### src/rtl/bitline_pkg.sv
// Shared types and defaults for the line bit encoder.
// Assumes: configuration fields are quasi-static while the block is idle.
package bitline_pkg;

    // Default scrambler polynomial 1 + x^TAP + x^LEN
    localparam int SCR_LEN_DEF = 17;
    localparam int SCR_TAP_DEF = 12;

    // Transform enables
    typedef struct packed {
        logic scram;
        logic manch;
        logic diff;
        logic inv;
    } line_cfg_t;

endpackage

### src/rtl/bitline_scrambler.sv
// Self-synchronizing scrambler or descrambler for 1 + x^TAP + x^LEN.
// Output = input ^ history[TAP] ^ history[LEN]. The scrambler shifts in
// its own output; the descrambler shifts in its input (the line).
// Assumes: step pulses once per data bit; bypass (dout = din) when !en.
module bitline_scrambler #(
    parameter int LEN        = bitline_pkg::SCR_LEN_DEF,
    parameter int TAP        = bitline_pkg::SCR_TAP_DEF,
    parameter bit DESCRAMBLE = 1'b0
) (
    input  logic clk,
    input  logic rst_n,
    input  logic clr,
    input  logic en,
    input  logic step,
    input  logic din,
    output logic dout
);
    localparam int HI = LEN - 1;
    localparam int LO = TAP - 1;

    logic [LEN-1:0] hist;
    logic           feedback;
    logic           shift_in;

    assign feedback = hist[HI] ^ hist[LO];
    assign dout     = en ? (din ^ feedback) : din;

    // Pick which stream feeds the history
    generate
        if (DESCRAMBLE) begin : g_descramble
            assign shift_in = din;
        end else begin : g_scramble
            assign shift_in = dout;
        end
    endgenerate

    // History shift register, cleared by reset or clear
    always_ff @(posedge clk) begin
        if (!rst_n || clr) begin
            hist <= '0;
        end else if (step && en) begin
            hist <= {hist[LEN-2:0], shift_in};
        end
    end

endmodule

### src/rtl/bitline_diff.sv
// Transition coder (encode) or decoder (DECODE=1).
// Encode: level toggles on 1, output is the new level.
// Decode: output is the change between this and the previous input.
// Assumes: step pulses once per data bit; bypass when !en.
module bitline_diff #(
    parameter bit DECODE = 1'b0
) (
    input  logic clk,
    input  logic rst_n,
    input  logic clr,
    input  logic en,
    input  logic step,
    input  logic din,
    output logic dout
);
    logic level;
    logic next_level;

    assign dout = en ? (din ^ level) : din;

    generate
        if (DECODE) begin : g_decode
            assign next_level = din;
        end else begin : g_encode
            assign next_level = dout;
        end
    endgenerate

    // Stored line level
    always_ff @(posedge clk) begin
        if (!rst_n || clr) begin
            level <= 1'b0;
        end else if (step && en) begin
            level <= next_level;
        end
    end

endmodule

### src/rtl/bitline_tx.sv
// Transmit chain: scramble -> transition code -> Manchester -> invert.
// Holds up to two chips; accepts a new bit when empty or when the last
// waiting chip leaves in the same cycle.
// Assumes: configuration stable while bits are in flight.
module bitline_tx
    import bitline_pkg::*;
#(
    parameter int SCR_LEN = SCR_LEN_DEF,
    parameter int SCR_TAP = SCR_TAP_DEF
) (
    input  logic      clk,
    input  logic      rst_n,
    input  logic      clr,
    input  line_cfg_t cfg,
    input  logic      in_valid,
    output logic      in_ready,
    input  logic      in_bit,
    output logic      out_valid,
    input  logic      out_ready,
    output logic      out_chip
);
    logic [1:0] cnt;
    logic       chip_now;
    logic       chip_next;
    logic       accept;
    logic       pop;
    logic       scr_bit;
    logic       dif_bit;

    assign out_valid = (cnt != 2'd0);
    assign out_chip  = chip_now ^ cfg.inv;
    assign pop       = out_valid && out_ready;
    assign in_ready  = (cnt == 2'd0) || ((cnt == 2'd1) && out_ready);
    assign accept    = in_valid && in_ready;

    bitline_scrambler #(
        .LEN(SCR_LEN), .TAP(SCR_TAP), .DESCRAMBLE(1'b0)
    ) u_scr (
        .clk(clk), .rst_n(rst_n), .clr(clr), .en(cfg.scram),
        .step(accept), .din(in_bit), .dout(scr_bit)
    );

    bitline_diff #(.DECODE(1'b0)) u_dif (
        .clk(clk), .rst_n(rst_n), .clr(clr), .en(cfg.diff),
        .step(accept), .din(scr_bit), .dout(dif_bit)
    );

    // Chip buffer: load one or two chips per bit, shift as chips leave
    always_ff @(posedge clk) begin
        if (!rst_n || clr) begin
            cnt       <= 2'd0;
            chip_now  <= 1'b0;
            chip_next <= 1'b0;
        end else if (accept) begin
            chip_now  <= dif_bit;
            chip_next <= ~dif_bit;
            cnt       <= cfg.manch ? 2'd2 : 2'd1;
        end else if (pop) begin
            chip_now <= chip_next;
            cnt      <= cnt - 2'd1;
        end
    end

    // a stalled chip must not change or vanish
    a_r7_hold_stalled: assert property (@(posedge clk) disable iff (!rst_n || clr)
        (out_valid && !out_ready) |=> (out_valid && $stable(out_chip)));

    // an accepted bit always presents a chip on the next cycle
    a_r4_chip_after_accept: assert property (@(posedge clk) disable iff (!rst_n || clr)
        accept |=> out_valid);

endmodule

### src/rtl/bitline_rx.sv
// Receive chain: invert -> Manchester decode -> transition decode ->
// descramble. Registers the recovered bit and a code-violation flag.
// Assumes: chips arrive one per rx_valid; first chip after clear starts a pair.
module bitline_rx
    import bitline_pkg::*;
#(
    parameter int SCR_LEN = SCR_LEN_DEF,
    parameter int SCR_TAP = SCR_TAP_DEF
) (
    input  logic      clk,
    input  logic      rst_n,
    input  logic      clr,
    input  line_cfg_t cfg,
    input  logic      rx_valid,
    input  logic      rx_chip,
    output logic      rx_out_valid,
    output logic      rx_out_bit,
    output logic      rx_viol
);
    logic chip_c;
    logic phase;
    logic first;
    logic done;
    logic raw_bit;
    logic bad_pair;
    logic undif_bit;
    logic plain_bit;

    assign chip_c   = rx_chip ^ cfg.inv;
    assign done     = rx_valid && (!cfg.manch || phase);
    assign raw_bit  = cfg.manch ? first : chip_c;
    assign bad_pair = cfg.manch && (first == chip_c);

    // Manchester pairing phase and first chip of the pair
    always_ff @(posedge clk) begin
        if (!rst_n || clr) begin
            phase <= 1'b0;
            first <= 1'b0;
        end else if (rx_valid && cfg.manch) begin
            phase <= ~phase;
            if (!phase) begin
                first <= chip_c;
            end
        end
    end

    bitline_diff #(.DECODE(1'b1)) u_dif (
        .clk(clk), .rst_n(rst_n), .clr(clr), .en(cfg.diff),
        .step(done), .din(raw_bit), .dout(undif_bit)
    );

    bitline_scrambler #(
        .LEN(SCR_LEN), .TAP(SCR_TAP), .DESCRAMBLE(1'b1)
    ) u_dscr (
        .clk(clk), .rst_n(rst_n), .clr(clr), .en(cfg.scram),
        .step(done), .din(undif_bit), .dout(plain_bit)
    );

    // Output register for the recovered bit
    always_ff @(posedge clk) begin
        if (!rst_n || clr) begin
            rx_out_valid <= 1'b0;
            rx_out_bit   <= 1'b0;
            rx_viol      <= 1'b0;
        end else begin
            rx_out_valid <= done;
            rx_out_bit   <= done ? plain_bit : 1'b0;
            rx_viol      <= done && bad_pair;
        end
    end

    // a violation is only reported with a recovered bit
    a_r9_viol_with_valid: assert property (@(posedge clk) disable iff (!rst_n || clr)
        rx_viol |-> rx_out_valid);

    // Manchester decode yields at most one bit every two cycles
    a_r4_half_rate: assert property (@(posedge clk) disable iff (!rst_n || clr)
        (rx_out_valid && cfg.manch) |=> !rx_out_valid);

endmodule

### src/rtl/bitline_codec.sv
// Top of the line bit encoder: transmit chain and receive chain sharing
// one configuration and one synchronous clear.
// Assumes: configuration changes only while idle, followed by a clear.
module bitline_codec
    import bitline_pkg::*;
#(
    parameter int SCR_LEN = SCR_LEN_DEF,
    parameter int SCR_TAP = SCR_TAP_DEF
) (
    input  logic clk,
    input  logic rst_n,
    input  logic clr,
    input  logic cfg_invert,
    input  logic cfg_diff,
    input  logic cfg_manch,
    input  logic cfg_scram,
    input  logic in_valid,
    output logic in_ready,
    input  logic in_bit,
    output logic out_valid,
    input  logic out_ready,
    output logic out_chip,
    input  logic rx_valid,
    input  logic rx_chip,
    output logic rx_out_valid,
    output logic rx_out_bit,
    output logic rx_viol
);
    line_cfg_t cfg;

    assign cfg = '{scram: cfg_scram, manch: cfg_manch, diff: cfg_diff, inv: cfg_invert};

    bitline_tx #(.SCR_LEN(SCR_LEN), .SCR_TAP(SCR_TAP)) u_tx (
        .clk(clk), .rst_n(rst_n), .clr(clr), .cfg(cfg),
        .in_valid(in_valid), .in_ready(in_ready), .in_bit(in_bit),
        .out_valid(out_valid), .out_ready(out_ready), .out_chip(out_chip)
    );

    bitline_rx #(.SCR_LEN(SCR_LEN), .SCR_TAP(SCR_TAP)) u_rx (
        .clk(clk), .rst_n(rst_n), .clr(clr), .cfg(cfg),
        .rx_valid(rx_valid), .rx_chip(rx_chip),
        .rx_out_valid(rx_out_valid), .rx_out_bit(rx_out_bit), .rx_viol(rx_viol)
    );

    // Line-side tracker of Manchester chip pairs for the pair check
    logic chk_phase;
    logic chk_first;

    always_ff @(posedge clk) begin
        if (!rst_n || clr) begin
            chk_phase <= 1'b0;
            chk_first <= 1'b0;
        end else if (out_valid && out_ready && cfg_manch) begin
            chk_phase <= ~chk_phase;
            chk_first <= out_chip;
        end
    end

    // the two chips of a transmitted Manchester pair differ
    a_r4_pair_differs: assert property (@(posedge clk) disable iff (!rst_n || clr)
        (out_valid && out_ready && cfg_manch && chk_phase) |-> (out_chip != chk_first));

    // a clear empties both paths on the next cycle
    a_r1_clear_flushes: assert property (@(posedge clk) disable iff (!rst_n)
        clr |=> (!out_valid && !rx_out_valid));

endmodule

### config.mk
export PLATFORM = sky130hd
export DESIGN_NAME = bitline_codec
export DESIGN_NICKNAME = d
export VERILOG_FILES = /design/src/rtl/bitline_pkg.sv /design/src/rtl/bitline_scrambler.sv /design/src/rtl/bitline_diff.sv /design/src/rtl/bitline_tx.sv /design/src/rtl/bitline_rx.sv /design/src/rtl/bitline_codec.sv
export SDC_FILE = /design/constraint.sdc
export NUM_CORES = 1
export LEC_CHECK = 0
export ABC_AREA = 1
export CAP_MARGIN = 15
export CORE_AREA = 2 2 66 68
export DETAILED_ROUTE_END_ITERATION = 10
export DIE_AREA = 0 0 68 70
export PLACE_DENSITY = 0.71
export SLEW_MARGIN = 20
export SYNTH_ARGS = -nofsm -noshare
export SYNTH_HDL_FRONTEND = slang
export SYNTH_SLANG_ARGS = --single-unit
### constraint.sdc
create_clock -name clk -period 2 [get_ports clk]
set_clock_uncertainty 0.05 [all_clocks]
set_input_delay 0.4 -clock clk [delete_from_list [all_inputs] [get_ports clk]]
set_output_delay 0.4 -clock clk [all_outputs]
set_load 0.02 [all_outputs]
### Yosys cells after proc, flatten, opt, wreduce, memory -nomap -nowiden

Cells that the tools add are included.

* bits in registers: 45
* input port bits: 12
* output and inout bits: 6

* add/subtract/negate cells: 1
* eq/ne operators: 2
* multiplexer cells: 10
* bitwise gates (word level): 11
* reductions and logical operators: 21

Operators by type and width (count)
* $logic_and A1 B1 Y1: 11
* $xor A1 B1 Y1: 8
* $mux W1: 7
* $mux W2: 3
* $reduce_bool A2 Y1: 2
* $logic_or A1 B1 Y1: 3
* $not A1 Y1: 3
* $eq A2 B1 Y1 const B: 1
* $logic_not A1 Y1: 2
* $logic_not A2 Y1: 1
* $reduce_and A2 Y1: 1
* $reduce_or A2 Y1: 1
* $sub A2 B1 Y2 const B: 1
* $eq A1 B1 Y1: 1

### Longest topological paths before layout

Gate-level depths: netlist of the first run.

* depth after elaboration: 6
* depth in mapped cells: 12
* depth with buffers taken out: 11

### Modules after synthesis

A second synthesis of the first run with hierarchy kept.

* cells, all modules: 266
* area, all modules: 2048.2 um2

Modules (own cells, without submodules)
* bitline_scrambler at u_tx.u_scr: times used 1, cells each 82, area each 710.7 um2
* bitline_scrambler at u_rx.u_dscr: times used 1, cells each 84, area each 661.9 um2
* bitline_tx: times used 1, cells each 38, area each 281.5 um2
* bitline_rx: times used 1, cells each 32, area each 231.5 um2
* bitline_diff: times used 2, cells each 15, area each 81.3 um2

### Worst setup path after synthesis of the first run

OpenSTA, ideal clock, no wires.

* kind: flip-flop to flip-flop
* from: reg u_tx.cnt[0]
* to: reg u_tx.cnt[1]
* arrival: 1.366 ns
* required time: 1.828 ns
* slack: 0.461 ns
* stages on the path, launching flop included: 12
* path buffers: 1
* period minus slack after synthesis: 1.539 ns
* cell sequence: dfxtp_1 > inv_1 > ha_1 > inv_2 > nand2_4 > nand2_4 > inv_4 > buf_12 > nand2_1 > o21ai_0 > a21oi_1 > nor2_1

* elaborated cells on any way between the ends: 11
* those cells by class: add/sub (1); eq/ne (1); mux (2); reduce/logical (7)

RTL lines
* from (decl): line bitline_tx.sv:22 `logic [1:0] cnt;`
* from (signal assigned): line bitline_tx.sv:57 `cnt <= cfg.manch ? 2'd2 : 2'd1;`
* from (signal assigned): line bitline_tx.sv:60 `cnt <= cnt - 2'd1;`
* $reduce_bool A2 Y1: line bitline_tx.sv:30 `assign out_valid = (cnt != 2'd0);`
* named net out_valid: line bitline_codec.sv:20 `output logic out_valid,`
* $logic_and A1 B1 Y1: line bitline_tx.sv:32 `assign pop = out_valid && out_ready;`
* $reduce_bool A2 Y1 (no source line)

The timed path passes the listed nets, and every way through them passes these cells. The select of a mux whose other input is x is not followed.
A chain may end at the register's enable or synchronous reset.

### Final worst setup path of the first run

* from: reg u_tx.cnt[0]
* to: out in_ready

* longest elaborated chain between the ends: 3
* elaborated cells on any way between the ends: 4
* those cells by class: eq/ne (1); reduce/logical (3)

RTL lines
* $eq A2 B1 Y1: line bitline_tx.sv:33 `assign in_ready = (cnt == 2'd0) || ((cnt == 2'd1) && out_ready);`
* $logic_and A1 B1 Y1: line bitline_tx.sv:33
* $logic_or A1 B1 Y1 *: line bitline_tx.sv:33
* to (decl): line bitline_codec.sv:18 `output logic in_ready,`

Mark *: on every way between the ends. The rest lies on a longest branch, timed or not.

==> flow_metrics.tcl, run 1 <==
set metrics [dict create \
    status "finished clean" \
    hpwl_um 2280 \
    min_path_type "reg2reg" \
    num_rows 24 \
    worst_pin_slew_ns 0.352 \
    drt_pass1_iterations 4 \
    cts.hold.buffers_added 0 \
    drive_above_1_share_pct 18.9 \
    syn_nets 263 \
    synth_top_area_share_pct 44.6 \
    crit_path_end_kind "primary output" \
    peakVddDrop_mv 0.488 \
    diodes 0 \
    slew_viol_final 0 \
    nNetsFinal 283 \
    antenna_left 0 \
    hold_start "u_tx.u_scr.hist[13]" \
    synthTopCellsByArea "dfxtp_1, nand2_1, nor2_1" \
    max-clock-path-buffers 2 \
    synth.yosys.warnings 0 \
    path_class "reg2out" \
    cp-startpoint "u_tx.cnt[0]" \
    maxSlewHeadroom_pct 76.4 \
    finalWeightedCongestion 0.709 \
    power_mw 1.70 \
    chipWidth_um 68 \
    yosys.cell_types.count 30 \
    r2r_cells 11 \
    finalCriticalPeriod_ns 1.86 \
    layout_setup_ws_ns 0.136 \
    hold_violations 0 \
    rsz0062_at_grt "false" \
    grt_overflow 0 \
    min_to "u_tx.u_scr.hist[13]" \
    post_synth.cell_area_avg_um2 8.11 \
    maxCapViolCount 0 \
    worst_ep_arrival_time_ns 1.41 \
    finalSetupViolations 0 \
    htree_levels 2 \
    finalNonFillerCells 322 \
    grt_usage_pct 15.9 \
    critPathMaxFanout 3 \
    p_leak_nw 0.941 \
    rrSetupSlack_ns 0.27 \
    drc 0 \
    dp.cells 314 \
    syn_area_um2 2020 \
    fmax_mhz 536 \
    viasPerCell 4.82 \
    critPathLaunchType "flip-flop" \
    seq_area_frac_synth_pct 44.6 \
    netlist_instances 249 \
    grt_pass1_vias 1409 \
    required_ns 1.55 \
    yosysTopAreaCell "dfxtp_1" \
    cts_sinks 45 \
    die_h_um 70 \
    r2r_start "u_tx.cnt[0]" \
    reg2reg_to "u_tx.u_scr.hist[0]" \
    initialDrtViolationCount 82 \
    wire_per_inst_um 10.4 \
    grt_first_pass_wirelength_um 5820 \
    io_buffer_count 17 \
    dieArea_um2 4760 \
    start_util_pct 48.7 \
    numCtsBuffers 5 \
    cts_root_buf "clkbuf_8" \
    cellPowerDensity_nw_per_um2 738 \
    area_delta_synth_final_pct 13.8 \
    final_common_cell "dfxtp_1" \
    synth-seq-cells 45 \
    vias 1553 \
    grt_max_degree 25 \
    clk_pin_slew_worst_paths_ns 0.08 \
    clk_latency_ns 0.30 \
    post-route-util_pct 55.5 \
    cts_setup_buffers 0 \
    period_share_pct 93.2 \
    core-area_um2 4140 \
    antenna_found_initial 0 \
    wl_um 3350 \
    dp_slack_ns -0.107 \
    hold_depth 2 \
    hold-worst-slack_ns 0.417 \
    cts_tree "built" \
    ios 18 \
    final_cell_mix "dfxtp_1, nand2_1, nor2_1" \
]
registers in the layout, indices dropped and copies added, names as in the netlist:
name / flops
u_rx.u_dscr.hist: 17
u_tx.u_scr.hist: 17
u_tx.cnt: 2
u_rx.first: 1
u_rx.phase: 1
u_rx.rx_out_bit: 1
u_rx.rx_out_valid: 1
u_rx.rx_viol: 1
u_rx.u_dif.level: 1
u_tx.chip_next: 1
u_tx.chip_now: 1
u_tx.u_dif.level: 1
Yosys cell counts, drive strengths merged:
cell type,n
buf,10
xnor2,1
nand4,1
nor2,42
a21boi,1
a31oi,1
nand2,45
dfxtp,45
xor2,1
clkbuf,1
o21ai,27
a21oi,26
nand3,19
o211ai,1
a211oi,1
inv,25
ha,2
worst max-delay path by stage:
stage                        to  cells past startpoint  slack, ns
floorplan           u_tx.cnt[1]                     11       0.46
global placement       out_chip                      3      -0.09
detailed placement     out_chip                      3      -0.11
CTS                    in_ready                      5       0.11
global route           in_ready                      5       0.05
finish                 in_ready                      5       0.14
per-layer routing:
layer | wire (um) | vias to the layer above | track usage, % | part of all wire [%]
li1 | - | 840 | - | -
met4 | 50 | 0 | 5.33 | 1.5
met5 | 0 | - | 0 | 0
met3 | 132 | 5 | 6.12 | 3.9
met2 | 1430 | 17 | 24.2 | 43
met1 | 1740 | 691 | 20.6 | 52
where the power goes:
part	internal [mW]	leakage (nW)	total, mW	switching (mW)
clock	0.241	0.0439	0.547	0.306
combinational	0.0883	0.533	0.226	0.138
sequential	0.914	0.364	0.925	0.0101
total	1.24	0.941	1.70	0.453
cells by family (layout without fill, tap and decap cells):
family	after synthesis	count (layout)	share of synthesized area [%]
AOI/OAI and AO/OA	57	57	16.7
buffers and inverters	36	57	10.2
xor gates and xnor gates	2	2	0.868
adders and majority gates	2	2	1.24
DFF	45	45	44.6
and+or+nand+nor	107	107	26.5
worst max-delay path: stages (launching register included):
cell	delay (ns)
dfxtp_1	0.38
inv_1	0.08
ha_1	0.22
inv_2	0.09
nand2_4	0.05
dlygate4sd2_1	0.31
area by class of cell:
class	count	area, um^2
Inverter	25	101
Fill cell	405	1850
Clock inverter	3	17.5
Clock buffer	5	68.8
Timing Repair Buffer	24	231
Tap cell	52	65.1
Sequential cell	45	901
Multi-Input combinational cell	168	913
metrics by stage:
step | TNS (ns) | instance area [um^2]
finish | 0 | 2300
global route | 0 | 2300
CTS | 0 | 2300
detailed placement | -0.181 | 2220
global placement | -0.142 | 2220
floorplan | 0 | 2020
repair_timing:
action                     4_1_cts  5_1_grt
resized for setup                3        0
setup endpoints to repair        3        0
hold endpoints to repair         0        0
Power figures use the tool's default switching activity.
==> run 2: changes to the inputs <==
--- a/config.mk
+++ b/config.mk
@@ -5,12 +5,11 @@
 export SDC_FILE = /design/constraint.sdc
 export NUM_CORES = 1
 export LEC_CHECK = 0
-export ABC_AREA = 1
-export CAP_MARGIN = 15
-export CORE_AREA = 2 2 66 68
+export CORE_AREA = 2 2 63 65
 export DETAILED_ROUTE_END_ITERATION = 10
-export DIE_AREA = 0 0 68 70
+export DIE_AREA = 0 0 65 67
 export PLACE_DENSITY = 0.71
+export SKIP_LAST_GASP = 1
 export SLEW_MARGIN = 20
 export SYNTH_ARGS = -nofsm -noshare
 export SYNTH_HDL_FRONTEND = slang
==> run 2 against run 1 <==
Combinational power down 16%; die area decreased by 8.5%; critical path depth fell by 1; routed wire length up 0.60%; first-iteration DRC count up 17%; worst setup slack gained 0.0028 ns; register-to-register slack improved by 0.09 ns.
==> flow_metrics.tcl, run 2 <==
set metrics [dict create \
    status "finished clean" \
    diodes 0 \
    yosys.cell_types.count 36 \
    core-area_um2 3610 \
    rsz0062_at_grt "false" \
    pwr-share-seq_pct 56.2 \
    wl_um 3370 \
    maxCapViolCount 0 \
    synth_top_area_share_pct 49.1 \
    met1_length_um 1340 \
    cts_setup_buffers 0 \
    grt_overflow 0 \
    cts.hold.buffers_added 0 \
    cts_tree "built" \
    path_class "reg2out" \
    period_share_pct 93.1 \
    synth_edf_count 0 \
    pwr-share-clk_pct 32.1 \
    synthTopCellsByArea "dfxtp_1, mux2i_1, nand2_1" \
    yosysMostFrequentCell "dfxtp_1" \
    nNetsFinal 243 \
    hold_violations 0 \
    final_common_cell "dfxtp_1" \
    io_buffer_count 17 \
    synth_compound_area_share_pct 11.9 \
    top_layer_used "met4" \
    viasPerCell 5.06 \
    num_rows 22 \
    grt_first_pass_wirelength_um 5940 \
    clk_pin_slew_worst_paths_ns 0.08 \
    synth-adder-area-share_pct 1.36 \
    drive_above_1_share_pct 10.4 \
    drt_pass1_iterations 4 \
    route.met2.wl_um 1900 \
    ys.flop_type "dfxtp_1" \
    yosysTopAreaCell "dfxtp_1" \
    r2r_start "u_tx.cnt[0]" \
    reg2reg_to "u_tx.u_scr.hist[2]" \
    worst_ep_arrival_time_ns 1.41 \
    hpwl_um 2530 \
    final_cell_mix "dfxtp_1, nand2_1, mux2i_1" \
    swShare_pct 23.7 \
    fmax_mhz 537 \
    synthMuxAreaShare_pct 12.1 \
    crit_path_end_kind "primary output" \
    peakVddDrop_mv 0.582 \
    reg.largest.list "u_rx.u_dscr.hist x17, u_tx.u_scr.hist x17, u_tx.cnt x2" \
    r2r_cells 8 \
    clk_latency_ns 0.29 \
    min_path_type "reg2reg" \
    critPathLaunchType "flip-flop" \
    dieArea_um2 4360 \
    antenna_left 0 \
    synth_top_family_by_area "simple AND/OR/NAND/NOR gates" \
    min_to "u_tx.u_scr.hist[13]" \
    finalSetupViolations 0 \
    finalWeightedCongestion 0.759 \
    grt_max_degree 21 \
    initialDrtViolationCount 96 \
    syn_area_um2 1830 \
    critPathMaxFanout 5 \
    seq_area_frac_synth_pct 49.1 \
    chipWidth_um 65 \
    p_sw_mw 0.383 \
    wl_met3_um 92 \
    drc 0 \
    slew_viol_final 0 \
    cellPowerDensity_nw_per_um2 741 \
    setup_tns_ns 0 \
    start_util_pct 50.9 \
    hold_depth 2 \
    multi_input_area_um2 845 \
    grt_usage_pct 17.8 \
    regArea_um2 901 \
    wire_per_inst_um 12.1 \
    netlist_instances 203 \
    internal_power_mw 1.24 \
    finalCriticalPeriod_ns 1.86 \
    nFillCells 319 \
    antenna_found_initial 0 \
    power_frac_comb_pct 11.7 \
    grt_pass1_vias 1435 \
    layout_setup_ws_ns 0.139 \
    synth.yosys.warnings 0 \
    max-clock-path-buffers 2 \
    hold_start "u_tx.u_scr.hist[12]" \
    synthXorXnorAreaFrac_pct 2.86 \
    die_h_um 67 \
    htree_levels 2 \
    maxSlewHeadroom_pct 71.5 \
    rrSetupSlack_ns 0.36 \
    worst_pin_slew_ns 0.423 \
    required_ns 1.55 \
    area_delta_synth_final_pct 19.0 \
    ys_top_cells_by_count "dfxtp_1, nand2_1, mux2i_1, a21oi_1, nor2_1" \
    async_reset_ff_share_pct 0 \
    numCtsBuffers 5 \
    yosys.area_share.simple_pct 17.7 \
    cts_sinks 45 \
    cts_root_buf "clkbuf_8" \
    vias 1408 \
    syn_nets 217 \
    dp_slack_ns -0.127 \
    post_synth.cell_area_avg_um2 9.04 \
    synth-seq-cells 45 \
    ios 18 \
    p_leak_nw 0.922 \
]
## run 2: cell types whose count changed in the layout (fill, tap and decap cells not counted), moves of 4 or more
cell     delta
o21ai_0    -22
inv_1      -13
buf_4       +5
a21oi_1     +4
nand3_2    -10
a21oi_2    -10
nand3_1     -6
nor2_1     -20
mux2i_1    +21
## run 2: cell type report
type	count	share of cell area [%]
sequential	45	41.3
multi-input combinational	141	38.7
tap	48	2.75
inverter	7	1.20
clock buffer	6	3.32
timing repair buffer	29	12.3
clock inverter	2	0.458
## run 2: kinds of logic after synthesis
family / count (synthesis)
compound gates: 35
flops: 45
xor+xnor: 6
simple gates: 76
buf+inv: 17
mux: 22
fa+ha+maj: 2
## run 2: worst max path at each step
stage | end | slack [ns] | cells past startpoint | startpoint
final | in_ready | 0.14 | 4 | u_tx.cnt[0]
after global routing | in_ready | 0.06 | 4 | u_tx.cnt[0]
after CTS | in_ready | 0.08 | 4 | u_tx.cnt[0]
after detailed placement | out_chip | -0.13 | 3 | cfg_invert
after global placement | out_chip | -0.1 | 3 | cfg_invert
after floorplan | u_tx.u_scr.hist[10] | 0.29 | 8 | u_tx.cnt[0]
## run 2: per-layer routing
layer | up-vias | GRT usage, %
li1 | 730 | -
met1 | 653 | 17.4
met2 | 19 | 36.0
met3 | 6 | 5.24
met4 | 0 | 4.79
met5 | - | 0
## run 2: stage by stage
step                utilization [%]  instance area [um^2]  hold slack [ns]  total power, mW  instances
floorplan                         -                  1830            0.382             1.05        203
global placement               58.3                  2100            0.389             1.12        270
detailed placement             58.3                  2100            0.399             1.12        270
CTS                            60.5                  2180            0.408             1.63        278
global route                   60.5                  2180            0.422             1.69        278
finish                         60.5                  2180            0.408             1.62        278
## run 2: power by group through the flow
stage	clock network, mW	logic (mW)	registers, mW
global placement	0	0.186	0.931
finish	0.519	0.189	0.910
detailed placement	0	0.192	0.931
CTS	0.534	0.188	0.910
floorplan	0	0.114	0.931
global route	0.569	0.209	0.911
## run 2: critical path: stages, from the launching register on
cell           delay (ns)
dfxtp_1              0.36
inv_1                0.07
ha_2                 0.21
a21o_1               0.17
dlygate4sd2_1        0.32
## run 2: timing repair
| action | 4_1_cts | 5_1_grt |
|---|---|---|
| gates resized for setup | 3 | 1 |
| pin swaps | 0 | 0 |
| setup endpoints to repair | 3 | 1 |
